## src/rtl/gpio_setclr_pkg.sv

```systemverilog
package gpio_setclr_pkg;

    localparam int WORD_W    = 32;
    localparam int ADDR_W    = 12;
    localparam int MAX_BANKS = 6;

    localparam logic [ADDR_W-1:0] OFS_CFG   = 12'h000;
    localparam logic [ADDR_W-1:0] OFS_LEVEL = 12'h004;
    localparam logic [ADDR_W-1:0] OFS_DIR   = 12'h01C;
    localparam logic [ADDR_W-1:0] OFS_SET   = 12'h034;
    localparam logic [ADDR_W-1:0] OFS_CLR   = 12'h04C;

    typedef enum logic [2:0] {
        REG_NONE,
        REG_CFG,
        REG_LEVEL,
        REG_DIR,
        REG_SET,
        REG_CLR
    } reg_kind_e;

    typedef struct packed {
        reg_kind_e  kind;
        logic [2:0] bank;
    } reg_sel_t;

    typedef struct packed {
        logic dir_we;
        logic set_we;
        logic clr_we;
    } bank_wr_t;

    // Number of populated pins in bank b.
    function automatic int bank_width(input int npins, input int b);
        int left;
        left = npins - b * WORD_W;
        return (left > WORD_W) ? WORD_W : left;
    endfunction

    // Address falls on a word of a per-bank block starting at base.
    function automatic logic in_block(input logic [ADDR_W-1:0] a,
                                      input logic [ADDR_W-1:0] base,
                                      input int nbanks);
        return (a >= base) && (a[1:0] == 2'b00) &&
               (((a - base) >> 2) < ADDR_W'(nbanks));
    endfunction

    function automatic logic [2:0] bank_in(input logic [ADDR_W-1:0] a,
                                           input logic [ADDR_W-1:0] base);
        return 3'((a - base) >> 2);
    endfunction

    function automatic reg_sel_t decode_addr(input logic [ADDR_W-1:0] a,
                                             input int nbanks);
        reg_sel_t s;
        s.kind = REG_NONE;
        s.bank = '0;
        if (a == OFS_CFG) begin
            s.kind = REG_CFG;
        end else if (in_block(a, OFS_LEVEL, nbanks)) begin
            s.kind = REG_LEVEL;
            s.bank = bank_in(a, OFS_LEVEL);
        end else if (in_block(a, OFS_DIR, nbanks)) begin
            s.kind = REG_DIR;
            s.bank = bank_in(a, OFS_DIR);
        end else if (in_block(a, OFS_SET, nbanks)) begin
            s.kind = REG_SET;
            s.bank = bank_in(a, OFS_SET);
        end else if (in_block(a, OFS_CLR, nbanks)) begin
            s.kind = REG_CLR;
            s.bank = bank_in(a, OFS_CLR);
        end
        return s;
    endfunction

    function automatic logic [WORD_W-1:0] cfg_word(input int npins, input int nbanks);
        logic [WORD_W-1:0] w;
        w        = '0;
        w[15:0]  = 16'(npins);
        w[23:16] = 8'(nbanks);
        return w;
    endfunction

endpackage

```

## src/rtl/gpio_in_sync.sv

```systemverilog
module gpio_in_sync #(
    parameter int WIDTH = 1
) (
    input  logic             clk,
    input  logic             rst,
    input  logic [WIDTH-1:0] d,
    output logic [WIDTH-1:0] q
);

    logic [WIDTH-1:0] meta;

    always_ff @(posedge clk) begin
        if (rst) begin
            meta <= '0;
            q    <= '0;
        end else begin
            meta <= d;
            q    <= meta;
        end
    end

endmodule

```

## src/rtl/gpio_addr_decode.sv

```systemverilog
module gpio_addr_decode
    import gpio_setclr_pkg::*;
#(
    parameter int NUM_BANKS = 1
) (
    input  logic [ADDR_W-1:0] addr,
    output reg_sel_t          sel
);

    always_comb begin
        sel = decode_addr(addr, NUM_BANKS);
    end

endmodule

```

## src/rtl/gpio_bank_regs.sv

```systemverilog
module gpio_bank_regs
    import gpio_setclr_pkg::*;
#(
    parameter int BW = WORD_W
) (
    input  logic          clk,
    input  logic          rst,
    input  bank_wr_t      we,
    input  logic [BW-1:0] wdata,
    output logic [BW-1:0] dir_q,
    output logic [BW-1:0] lat_q
);

    logic [BW-1:0] set_m;
    logic [BW-1:0] clr_m;

    always_comb begin
        set_m = we.set_we ? wdata : '0;
        clr_m = we.clr_we ? wdata : '0;
    end

    always_ff @(posedge clk) begin
        if (rst) begin
            dir_q <= '0;
            lat_q <= '0;
        end else begin
            if (we.dir_we) begin
                dir_q <= wdata;
            end
            // Clear is applied after set, so it wins on a shared bit.
            lat_q <= (lat_q | set_m) & ~clr_m;
        end
    end

endmodule

```

## src/rtl/gpio_setclr_ctrl.sv

```systemverilog
module gpio_setclr_ctrl
    import gpio_setclr_pkg::*;
#(
    parameter int NUM_PINS = 48
) (
    input  logic                clk,
    input  logic                rst,
    input  logic [ADDR_W-1:0]   addr,
    input  logic                wr_en,
    input  logic [WORD_W-1:0]   wr_data,
    input  logic                rd_en,
    output logic [WORD_W-1:0]   rd_data,
    input  logic [NUM_PINS-1:0] pin_in,
    output logic [NUM_PINS-1:0] pin_out,
    output logic [NUM_PINS-1:0] pin_oe
);

    localparam int NUM_BANKS = (NUM_PINS + WORD_W - 1) / WORD_W;
    localparam logic [WORD_W-1:0] CFG_WORD = cfg_word(NUM_PINS, NUM_BANKS);

    reg_sel_t            sel;
    logic [NUM_PINS-1:0] pin_sync;
    logic [WORD_W-1:0]   lvl_w [NUM_BANKS];
    logic [WORD_W-1:0]   dir_w [NUM_BANKS];
    logic [WORD_W-1:0]   rd_next;

    gpio_in_sync #(
        .WIDTH (NUM_PINS)
    ) u_sync (
        .clk (clk),
        .rst (rst),
        .d   (pin_in),
        .q   (pin_sync)
    );

    gpio_addr_decode #(
        .NUM_BANKS (NUM_BANKS)
    ) u_dec (
        .addr (addr),
        .sel  (sel)
    );

    for (genvar b = 0; b < NUM_BANKS; b++) begin : g_bank
        localparam int BW = bank_width(NUM_PINS, b);

        bank_wr_t      we;
        logic [BW-1:0] dir_q;
        logic [BW-1:0] lat_q;

        always_comb begin
            we.dir_we = wr_en && (sel.kind == REG_DIR) && (sel.bank == 3'(b));
            we.set_we = wr_en && (sel.kind == REG_SET) && (sel.bank == 3'(b));
            we.clr_we = wr_en && (sel.kind == REG_CLR) && (sel.bank == 3'(b));
        end

        gpio_bank_regs #(
            .BW (BW)
        ) u_regs (
            .clk   (clk),
            .rst   (rst),
            .we    (we),
            .wdata (wr_data[BW-1:0]),
            .dir_q (dir_q),
            .lat_q (lat_q)
        );

        assign pin_out[b*WORD_W +: BW] = lat_q;
        assign pin_oe[b*WORD_W +: BW]  = dir_q;
        assign lvl_w[b] = WORD_W'(pin_sync[b*WORD_W +: BW]);
        assign dir_w[b] = WORD_W'(dir_q);
    end

    always_comb begin
        rd_next = '0;
        case (sel.kind)
            REG_CFG: rd_next = CFG_WORD;
            REG_LEVEL: begin
                for (int b = 0; b < NUM_BANKS; b++) begin
                    if (sel.bank == 3'(b)) rd_next = lvl_w[b];
                end
            end
            REG_DIR: begin
                for (int b = 0; b < NUM_BANKS; b++) begin
                    if (sel.bank == 3'(b)) rd_next = dir_w[b];
                end
            end
            default: rd_next = '0;
        endcase
    end

    always_ff @(posedge clk) begin
        if (rst) begin
            rd_data <= '0;
        end else begin
            rd_data <= rd_en ? rd_next : '0;
        end
    end

endmodule

```

## config.mk

```make
export PLATFORM = sky130hd
export DESIGN_NAME = gpio_setclr_ctrl
export DESIGN_NICKNAME = d
export VERILOG_FILES = /design/src/rtl/gpio_setclr_pkg.sv /design/src/rtl/gpio_in_sync.sv /design/src/rtl/gpio_addr_decode.sv /design/src/rtl/gpio_bank_regs.sv /design/src/rtl/gpio_setclr_ctrl.sv
export SDC_FILE = /design/constraint.sdc
export NUM_CORES = 1
export LEC_CHECK = 0
export BUFFER_PORTS_ARGS = -buffer_cell sky130_fd_sc_hd__buf_2
export CORE_UTILIZATION = 51
export DETAILED_ROUTE_END_ITERATION = 7
export PLACE_DENSITY = 0.86
export SETUP_SLACK_MARGIN = 0.05
export SYNTH_ARGS = -nofsm -noshare
export SYNTH_HDL_FRONTEND = slang
export SYNTH_SLANG_ARGS = --single-unit
```

## constraint.sdc

```tcl
create_clock -name clk -period 3.5 [get_ports clk]
set_input_delay 0.7 -clock clk [delete_from_list [all_inputs] [get_ports clk]]
set_output_delay 0.7 -clock clk [all_outputs]
set_load 0.005 [all_outputs]
```

==> impl_summary.txt, run 1 <==
----------------------------------------------------
[Status]
  Run status ... finished clean

[CTS]
  Max Buffers Root-to-Sink ... 3
  Num CTS Buffers ... 23
  H-tree lvl count ... 1
  Clock Pin Slew Worst Setup and Hold Paths ... 0.06 ns
  Clock root buffer ... clkbuf_16
  Number of hold buffers added after CTS ... 0
  Clk Latency, worst-skew pair ... 0.52 ns
  Sink Count ... 224
  Cts repair resizes ... 0
  Postcts setup bufs ... 0
  TritonCTS clock tree ... done

[Drt]
  Number of search-and-repair iterations in the first detailed-routing pass ... 5
  Number of design rule violations left after detail routing ... 0
  Via count of the routed design ... 6287
  Initial detailed-routing violation count ... 392
  Via-to-Cell Ratio ... 5.342
  Count of antenna-violating nets left after detailed routing ... 0
  Aggregate routed wire length ... 19070 um
  Average wire per cell in the routed design ... 16.20 um

[Global routing]
  Number of global-route vias before repair ... 5722
  Antenna violations before repair ... 1
  Maximum number of pins on one net before global-route repair ... 72
  First-pass GRT wire length ... 29950 um
  Total GRT Usage ... 23.92%
  Total congestion overflow ... 0

[Layout]
  Top library cells by usage in the layout, fill and taps aside ... dfxtp_1 (224), buf_2 (222), a21oi_1 (100), nand2_1 (100), nor2b_1 (98)
  Sequential Area ... 4484 um^2
  Fillers ... 1130
  Area grow syn2layout ... 26.51%
  Share of final-layout standard cells stronger than drive strength 1 ... 28.53%
  Commonest non-fill, non-tap cell in the layout ... dfxtp_1
  Post-layout util ... 66.31%
  Area of combinational cells with multiple inputs ... 2904 um^2
  Number of nets in the layout ... 1075

[Synth]
  Fraction of the mapped netlist area in adder cells ... 0.4908%
  Post-synthesis mux area share ... 4.516%
  Total of flip-flops plus latches after synthesis ... 224
  Share of the synthesized area in compound gates (AO/OA/AOI/OAI) ... 15.28%
  Biggest area contributors in the synthesized netlist ... dfxtp_1 (59%), nor2b_1 (8.0%), a21oi_1 (6.5%)
  Async S/R FF share, synth ... 0%
  Cells after synthesis ... 769
  Number of synthesized flops with an enable pin ... 0
  Synth Net Count ... 868
  Summed instance area of the synthesized netlist ... 7647 um^2
  Leading register cell type out of synthesis ... dfxtp_1
  Cell type contributing the most total cell area after synthesis ... dfxtp_1
  Number of warnings printed during yosys synthesis ... 0
  Sequential cell area fraction in the yosys report ... 58.64%
  Main combinational cell family by area after synthesis ... simple AND/OR/NAND/NOR gates
  Average cell area after synthesis ... 9.945 um^2
  Simple-gate share of the synthesized area ... 17.46%
  Post-synthesis xor/xnor area fraction ... 0.2291%
  Number of library cell types mapped by synthesis ... 46
  Post-synth top area share ... 58.64%

[Critical path]
  Required time of the critical path ... 3.84 ns
  Worst-path fanout max ... 15
  Type of the worst setup path ... in2reg
  Category of the worst setup path capture point ... flip-flop
  Max stage delay cell, worst path ... o21ai_1
  Count of buffering cells on the critical path with inverters included ... 2
  Arrival time reported for the critical path endpoint ... 3.16 ns
  CP delay by family, top ... compound AO/OA/AOI/OAI gates
  Cells along the critical path ... buf_2 -> inv_1 -> ha_1 -> nor4b_1 -> nor3_1 -> nor3_2 -> o21a_1 -> o21ai_1 -> nor2_1
  Crit path launch type ... input pin
  Maximum cell stage delay along the critical path ... 0.75 ns

[STA]
  Min cycle time layout ... 2.816 ns
  Worst relative slew slack ... 35.01%
  Transition time of the tightest slew-check pin ... 0.9684 ns
  Maximum achievable frequency ... 355.1 MHz
  Number of failing hold endpoints at the final stage ... 0
  Worst Clk Skew ... 0.02637 ns
  Final Max Tran Viols ... 0
  RSZ-0062 raised after global routing ... false
  Setup Viol. Count Final ... 0
  Share of the clock period used by the worst path after layout ... 80.46%
  Final setup TNS ... 0 ns

[Die]
  Die height ... 124.5 um
  Total Die Area ... 15490 um^2
  Top Ports ... 224
  Row count ... 44
  Area of the core ... 14590 um^2
  Overall die width ... 124.5 um
  Initial standard-cell utilization of the core ... 52.42%

[Pwr]
  Power per standard cell area ... 546.6 nW/um^2
  Leakage ... 4.220 nW
  Peak VDD IR ... 0.5666 mV

[Placement]
  Placer's final routability congestion estimate ... 0.9157
  HPWL after detailed placement ... 13100 um
  Number of input and output port buffers inserted ... 223

[Flow run]
  Max Cap Viol ... 0

[Worst hold path]
  Worst Hold Class ... in2reg

----------------------------------------------------
==> logic make-up (layout without fill, tap and decap cells) <==
family	count (synthesis)	in the layout
AO/OA/AOI/OAI	188	188
AND/OR/NAND/NOR	259	259
multiplexers	34	34
other	0	1
flip-flops	224	224
buffers and inverters	59	282
adder cells (fa/ha/maj)	3	3
XOR/XNOR	2	2
==> worst paths after layout <==
kind / startpoint / cells after the start / end / slack [ns]
setup / recovery: addr[2] / 9 / rd_data[19] / 0.68
hold / removal: pin_in[15] / 2 / u_sync.meta[15] / 0.39
setup reg to reg: g_bank[1].u_regs.dir_q[4] / 3 / rd_data[4] / 2.39
hold reg to reg: u_sync.meta[11] / 1 / u_sync.q[11] / 0.43
==> synthesized netlist by cell type, drive strengths merged, types with 2 or more instances <==
library cell  instances
a211oi               49
a21oi               100
a22oi                16
and3                  8
buf                  13
clkbuf               43
dfxtp               224
ha                    3
inv                   3
mux2                  4
mux2i                30
nand2               100
nand2b                2
nand3                 5
nor2                 25
nor2b                98
nor3                  7
nor3b                 2
nor4                  3
o22ai                15
or2                   2
or3                   2
==> per-layer routing <==
layer / wire length [um] / track usage (%) / up-vias
met5: 0 / 0 / -
met4: 1039 / 13.96 / 0
met3: 1350 / 3.995 / 69
met2: 8455 / 36.04 / 297
met1: 8221 / 32.35 / 2860
li1: - / - / 3061
==> stage by stage <==
| step | total power [mW] | area [um^2] | hold WS, ns | instances | setup WS, ns |
|---|---|---|---|---|---|
| floorplan | 2.763 | 7647 | 0.4138 | 769 | 0.3728 |
| global placement | 2.857 | 8890 | 0.4183 | 1135 | 0.3145 |
| detailed placement | 2.861 | 8890 | 0.4227 | 1135 | 0.1922 |
| CTS | 5.332 | 9672 | 0.3778 | 1176 | 0.7076 |
| global route | 5.465 | 9672 | 0.3845 | 1176 | 0.4511 |
| finish | 5.288 | 9674 | 0.3924 | 1177 | 0.6838 |
==> power breakdown <==
part / leakage [nW] / internal (mW) / switching, mW
sequential: 1.82 / 2.60 / 0.0118
clock: 0.384 / 1.53 / 0.954
combinational: 2.01 / 0.0856 / 0.108
total: 4.22 / 4.21 / 1.07
==> sequential cells by signal, summed over array words and instances, names as in the netlist <==
name                 cells
rd_data                 32
g_bank.u_regs.lat_q     48
u_sync.meta             48
g_bank.u_regs.dir_q     48
u_sync.q                48
==> area by class of cell <==
class	count	share of cell area, %
well taps	184	2.380
inverters	3	0.1164
clock inverters	7	1.293
flip-flops and latches	224	46.35
repair buffers	238	13.02
diodes	1	0.02587
multi-input cells	486	30.02
clock buffers	34	6.790
==> worst reg2reg max path: stages, from the launching register on <==
cell	delay, ns
dfxtp_1	0.34
mux2_2	0.27
a21oi_1	0.22
o22ai_1	0.11
Power figures use the tool's default switching activity.
==> inputs of run 2 (changes only) <==
==> constraint.sdc (replaced) <==
create_clock -name clk -period 2.75 [get_ports clk]
set_input_delay 0.55 -clock clk [delete_from_list [all_inputs] [get_ports clk]]
set_output_delay 0.55 -clock clk [all_outputs]
set_load 0.005 [all_outputs]
==> run 2 against run 1 <==
  * Non-clock buffer count is 9 higher
  * Design area is 0.71% higher
  * Routed wire length grew 0.92%
  * First-iteration DRC count increased by 27%
  * Hold slack got worse by 0.13 ns
  * Register-to-register slack got worse by 0.72 ns
  * Final cell count increased by 0.51%
  * Utilization rose by 0.47 points
  * Critical path depth is 1 higher
==> impl_summary.txt, run 2 (synthesis results as in run 1) <==
----------------------------------------------------
[Status]
  Run status ... finished clean

[Critical path]
  Maximum cell stage delay along the critical path ... 0.60 ns
  Arrival time reported for the critical path endpoint ... 2.81 ns
  Worst-path fanout max ... 16
  Required time of the critical path ... 3.16 ns
  Crit path launch type ... input pin
  Type of the worst setup path ... in2reg
  Category of the worst setup path capture point ... flip-flop
  Max stage delay cell, worst path ... and3_1
  Cells along the critical path ... buf_2 -> inv_1 -> ha_1 -> nand2b_1 -> nor3b_1 -> a22oi_1 -> nor3_2 -> and3_1 -> a21oi_1 -> a211oi_1

[Placement]
  Number of input and output port buffers inserted ... 223
  Placer's final routability congestion estimate ... 0.8944
  DP Cell Count ... 1144
  HPWL after detailed placement ... 13500 um

[CTS]
  Number of hold buffers added after CTS ... 0
  Sink Count ... 224
  Clock Pin Slew Worst Setup and Hold Paths ... 0.06 ns
  Num CTS Buffers ... 22
  Max Buffers Root-to-Sink ... 3
  Clk Latency, worst-skew pair ... 0.49 ns
  Postcts setup bufs ... 0
  H-tree lvl count ... 1
  Cts repair resizes ... 0
  TritonCTS clock tree ... done
  Clock root buffer ... clkbuf_16

[STA]
  Number of failing hold endpoints at the final stage ... 0
  Setup Viol. Count Final ... 0
  RSZ-0062 raised after global routing ... false
  Hold slack ... 0.2593 ns
  Transition time of the tightest slew-check pin ... 0.6134 ns
  Min cycle time layout ... 2.406 ns
  Worst relative slew slack ... 59.11%
  Maximum achievable frequency ... 415.6 MHz
  Worst Clk Skew ... 0.01035 ns
  Final Max Tran Viols ... 0
  Share of the clock period used by the worst path after layout ... 87.50%

[Drt]
  Via count of the routed design ... 6249
  Number of design rule violations left after detail routing ... 0
  Average wire per cell in the routed design ... 16.26 um
  Initial detailed-routing violation count ... 496
  Number of search-and-repair iterations in the first detailed-routing pass ... 5
  Aggregate routed wire length ... 19240 um
  Via-to-Cell Ratio ... 5.282
  Count of antenna-violating nets left after detailed routing ... 0

[Die]
  Top Ports ... 224
  Row count ... 44
  Total Die Area ... 15490 um^2
  Die height ... 124.5 um
  Overall die width ... 124.5 um
  Initial standard-cell utilization of the core ... 52.42%
  Area of the core ... 14590 um^2

[Global routing]
  Antenna violations before repair ... 0
  Maximum number of pins on one net before global-route repair ... 70
  Total GRT Usage ... 24.13%
  First-pass GRT wire length ... 30350 um
  Total congestion overflow ... 0
  Number of global-route vias before repair ... 5790

[Pwr]
  Total chip power ... 6.549 mW
  Leakage ... 4.252 nW
  Power per standard cell area ... 672.1 nW/um^2
  Peak VDD IR ... 0.4172 mV

[Flow run]
  Max Cap Viol ... 0

[Layout]
  Number of antenna diodes ... 0
  Share of final-layout standard cells stronger than drive strength 1 ... 29.63%
  Area grow syn2layout ... 27.41%
  Fillers ... 1157
  Cell Count, Final, Fillers Out ... 1183
  Top library cells by usage in the layout, fill and taps aside ... dfxtp_1 (224), buf_2 (222), a21oi_1 (100), nand2_1 (100), nor2b_1 (98)
  Number of nets in the layout ... 1083
  Commonest non-fill, non-tap cell in the layout ... dfxtp_1

[Worst hold path]
  Worst Hold Class ... in2reg

----------------------------------------------------
run 2: cell types whose count changed in the layout (fill, tap and decap cells not counted), sizes merged:
cell / delta
inv: -1
buf: +9
clkbuf: -4
clkinvlp: +2
bufinv: -1
clkinv: +2
diode: -1
run 2: final cells by class:
| class | count | area, um^2 | share of cell area [%] |
|---|---|---|---|
| clock buffers | 30 | 620.6 | 6.370 |
| clock inverters | 9 | 111.4 | 1.143 |
| inverters | 3 | 11.26 | 0.1156 |
| multi-input cells | 486 | 2920 | 29.97 |
| flip-flops and latches | 224 | 4484 | 46.03 |
| well taps | 184 | 230.2 | 2.363 |
| repair buffers | 247 | 1365 | 14.01 |
run 2: critical path: cells and delay by family:
family	cells	cell delay (ns)
AO/OA/AOI/OAI	3	0.57
AND/OR/NAND/NOR	4	1.28
adder cells (fa/ha/maj)	1	0.25
buffers and inverters	2	0.16
run 2: final timing paths:
path / to / slack, ns / cells past startpoint / startpoint
worst min register to register: u_sync.q[24] / 0.43 / 1 / u_sync.meta[24]
worst min-delay path: u_sync.meta[11] / 0.26 / 2 / pin_in[11]
worst max register to register: rd_data[5] / 1.67 / 3 / g_bank[1].u_regs.dir_q[5]
worst max-delay path: g_bank[1].u_regs.lat_q[13] / 0.34 / 10 / addr[2]
run 2: metrics by stage:
stage	TNS [ns]	util [%]	setup slack, ns	cell area [um^2]
2_1_floorplan	0	-	0.1003	7670
3_3_place_gp	0	61.77	0.007765	9011
3_5_place_dp	-0.9026	61.77	-0.09364	9011
4_1_cts	0	66.78	0.3932	9743
5_1_grt	0	66.78	0.2167	9743
6_report	0	66.78	0.3438	9743
run 2: per-layer routing:
layer | track usage [%] | up-vias | share of wire [%]
met2 | 36.46 | 281 | 45
met3 | 3.952 | 58 | 6.4
met5 | 0 | - | 0
met4 | 13.04 | 0 | 4.9
li1 | - | 3066 | -
met1 | 33.03 | 2844 | 44
run 2: where the power goes:
group	internal (mW)	leakage, nW	switching (mW)	total, mW
Clock	1.78	0.356	1.19	2.97
Sequential	3.31	1.82	0.0170	3.33
Combinational	0.115	2.07	0.140	0.255
==> inputs of run 3 (changes only) <==
--- a/config.mk
+++ b/config.mk
@@ -5,8 +5,9 @@
 export SDC_FILE = /design/constraint.sdc
 export NUM_CORES = 1
 export LEC_CHECK = 0
+export ABC_AREA = 1
 export BUFFER_PORTS_ARGS = -buffer_cell sky130_fd_sc_hd__buf_2
-export CORE_UTILIZATION = 51
+export CORE_UTILIZATION = 52
 export DETAILED_ROUTE_END_ITERATION = 7
 export PLACE_DENSITY = 0.86
 export SETUP_SLACK_MARGIN = 0.05
==> constraint.sdc (replaced) <==
create_clock -name clk -period 2.75 [get_ports clk]
set_input_delay 0.55 -clock clk [delete_from_list [all_inputs] [get_ports clk]]
set_output_delay 0.55 -clock clk [all_outputs]
set_load 0.05 [all_outputs]
==> run 3 against run 2 <==
  * Synthesized area is 8.9% higher
  * Maximum frequency increased by 5.6%
  * Final cell count increased by 28%
  * Clock power about the same
  * Count of clock-buffer cells in the layout is 1 lower
  * Hold slack lost 0.012 ns
  * Clock skew hardly changed
  * Total power increased by 0.54%
  * Critical endpoint is now g_bank[1].u_regs.lat_q[15]
==> impl_summary.txt, run 3 <==
----------------------------------------------------
[Synth]
  Synth Net Count ... 1181
  Number of warnings printed during yosys synthesis ... 0
  Async S/R FF share, synth ... 0%
  Number of library cell types mapped by synthesis ... 35
  Cells after synthesis ... 1082
  Commonest cells in the netlist ... dfxtp_1 (224), inv_1 (178), nand2_1 (168), nor2_1 (148), a21oi_1 (113)
  Post-synth top area share ... 53.87%
  Cell type contributing the most total cell area after synthesis ... dfxtp_1
  Cell with the most instances after synthesis ... dfxtp_1
  Total of flip-flops plus latches after synthesis ... 224
  Average cell area after synthesis ... 7.693 um^2
  Sequential cell area fraction in the yosys report ... 53.87%
  Leading register cell type out of synthesis ... dfxtp_1
  Biggest area contributors in the synthesized netlist ... dfxtp_1 (54%), inv_1 (8.0%), nand2_1 (7.6%)
  Summed instance area of the synthesized netlist ... 8324 um^2
  Number of synthesized flops with an enable pin ... 0

[CTS]
  Cts repair resizes ... 0
  Clk Latency, worst-skew pair ... 0.50 ns
  TritonCTS clock tree ... done
  Postcts setup bufs ... 0
  Number of hold buffers added after CTS ... 0
  Num CTS Buffers ... 22
  Clock Pin Slew Worst Setup and Hold Paths ... 0.06 ns
  Max Buffers Root-to-Sink ... 3
  H-tree lvl count ... 1
  Clock root buffer ... clkbuf_16
  Sink Count ... 224

[Global routing]
  Number of global-route vias before repair ... 6569
  Antenna violations before repair ... 0
  GR peak layer ... met2
  Met3 demand-to-capacity share in global routing ... 4.990%
  Maximum number of pins on one net before global-route repair ... 69
  First-pass GRT wire length ... 32060 um
  Met1 Resource Use GR ... 31.68%
  Met2 track demand over resource ... 38.82%
  Total GRT Usage ... 24.40%
  Total congestion overflow ... 0

[Placement]
  HPWL after detailed placement ... 14940 um
  Number of input and output port buffers inserted ... 223
  Placer's final routability congestion estimate ... 1.021
  Placement-stage worst setup slack ... -0.01284 ns
  DP Cell Count ... 1479

[Pwr]
  Power per standard cell area ... 634.3 nW/um^2
  Leakage ... 5.115 nW
  Peak VDD IR ... 0.4859 mV

[Critical path]
  Type of the worst setup path ... in2reg
  Max stage delay cell, worst path ... ha_1
  Category of the worst setup path capture point ... flip-flop
  Required time of the critical path ... 3.14 ns
  CP delay by family, top ... simple AND/OR/NAND/NOR gates
  Maximum cell stage delay along the critical path ... 0.34 ns
  Worst-path fanout max ... 25
  Count of buffering cells on the critical path with inverters included ... 3
  Crit path launch ... addr[3]
  Cells along the critical path ... buf_2 -> inv_1 -> ha_1 -> nor2_1 -> nand2_1 -> nor2_1 -> nand2_1 -> nor2_2 -> nand3_2 -> nand2_1 -> nand2_2 -> nand2_4 -> nand2_8 -> inv_8 -> nand2_2 -> o21ai_0 -> nor2_1
  Arrival time reported for the critical path endpoint ... 2.66 ns
  Crit path launch type ... input pin
  FF-to-FF Start ... g_bank[0].u_regs.dir_q[12]

[STA]
  Number of failing hold endpoints at the final stage ... 0
  Final Max Tran Viols ... 0
  Worst Clk Skew ... 0.01046 ns
  Transition time of the tightest slew-check pin ... 0.5572 ns
  Share of the clock period used by the worst path after layout ... 82.83%
  Setup Viol. Count Final ... 0
  Maximum achievable frequency ... 439.0 MHz
  Worst relative slew slack ... 62.85%
  Min cycle time layout ... 2.278 ns
  Post-layout worst setup margin ... 0.4721 ns
  Final setup TNS ... 0 ns
  Hold slack ... 0.2475 ns
  RSZ-0062 raised after global routing ... false

[Layout]
  Fillers ... 1303
  Commonest non-fill, non-tap cell in the layout ... dfxtp_1
  Top library cells by usage in the layout, fill and taps aside ... dfxtp_1 (224), buf_2 (222), inv_1 (177)
  Number of nets in the layout ... 1391
  Cell Count, Final, Fillers Out ... 1515
  Number of antenna diodes ... 0
  Area grow syn2layout ... 24.70%
  Share of final-layout standard cells stronger than drive strength 1 ... 22.85%
  Post-layout util ... 67.28%

[Flow run]
  Max Cap Viol ... 0

[Die]
  Top Ports ... 224
  Total Die Area ... 16520 um^2
  Initial standard-cell utilization of the core ... 53.96%
  Row count ... 45
  Die height ... 128.5 um
  Overall die width ... 128.5 um
  Area of the core ... 15430 um^2

[Worst hold path]
  Worst Hold Launch ... pin_in[7]
  Worst Hold Class ... in2reg

[Drt]
  Aggregate routed wire length ... 20610 um
  Via-to-Cell Ratio ... 4.879
  Count of antenna-violating nets left after detailed routing ... 0
  Initial detailed-routing violation count ... 577
  Average wire per cell in the routed design ... 13.60 um
  Number of design rule violations left after detail routing ... 0
  Via count of the routed design ... 7391
  Number of search-and-repair iterations in the first detailed-routing pass ... 5

[Status]
  Run status ... finished clean

----------------------------------------------------
==> run 3: cell types whose count changed after synthesis, sizes merged, moves of 30 or more <==
cell	previous run	this run
a211oi	49	1
nor2	25	152
mux2i	30	0
inv	3	184
nand3	5	47
o21ai	1	103
nor2b	98	0
nand2	100	173
==> run 3: worst reg2reg max path, cell delays in order (launching register included) <==
cell	delay, ns
dfxtp_1	0.39
nand2_1	0.08
nand2_1	0.12
nand2_1	0.08
a21oi_1	0.15
==> run 3: per-layer routing <==
metal  vias to the layer above  part of all wire (%)
met3                        69                   8.2
met1                      3224                    43
met4                         0                   5.2
li1                       3771                     -
met2                       327                    43
met5                         -                     0
==> run 3: report_power, final <==
part	switching, mW	leakage [nW]	total, mW	internal [mW]
Sequential	0.0176	1.82	3.33	3.31
Combinational	0.180	2.93	0.291	0.111
Clock	1.18	0.356	2.96	1.78
==> run 3: cell families (layout without fill, tap and decap cells) <==
family                   Yosys count  in the layout  share of synthesized area, %
flip-flops                       224            224                         53.87
AND/OR/NAND/NOR                  380            380                         19.06
buffers and inverters            240            462                         11.93
adder cells (fa/ha/maj)            3              3                        0.4510
AO/OA/AOI/OAI                    235            235                         14.69
==> run 3: layout make-up <==
class	count	area, um^2	share of cell area (%)
tap	211	264.0	2.543
inverter	184	698.2	6.726
timing repair buffer	242	1361	13.11
multi-input combinational	618	2846	27.42
clock inverter	7	98.84	0.9523
sequential	224	4484	43.20
clock buffer	29	626.9	6.039
==> run 3: path summary, 6_finish.rpt <==
kind,endpoint,slack (ns),cells after the start
setup / recovery,g_bank[1].u_regs.lat_q[15],0.47,17
hold reg to reg,u_sync.q[29],0.40,2
setup reg to reg,rd_data[12],1.87,4
hold / removal,u_sync.meta[7],0.25,3
==> run 3: metrics by stage <==
step           area (um^2)  power (mW)
2_1_floorplan         8324       3.560
5_1_grt              10380       6.802
3_3_place_gp          9654       3.680
4_1_cts              10380       6.632
3_5_place_dp          9654       3.687
6_report             10380       6.584
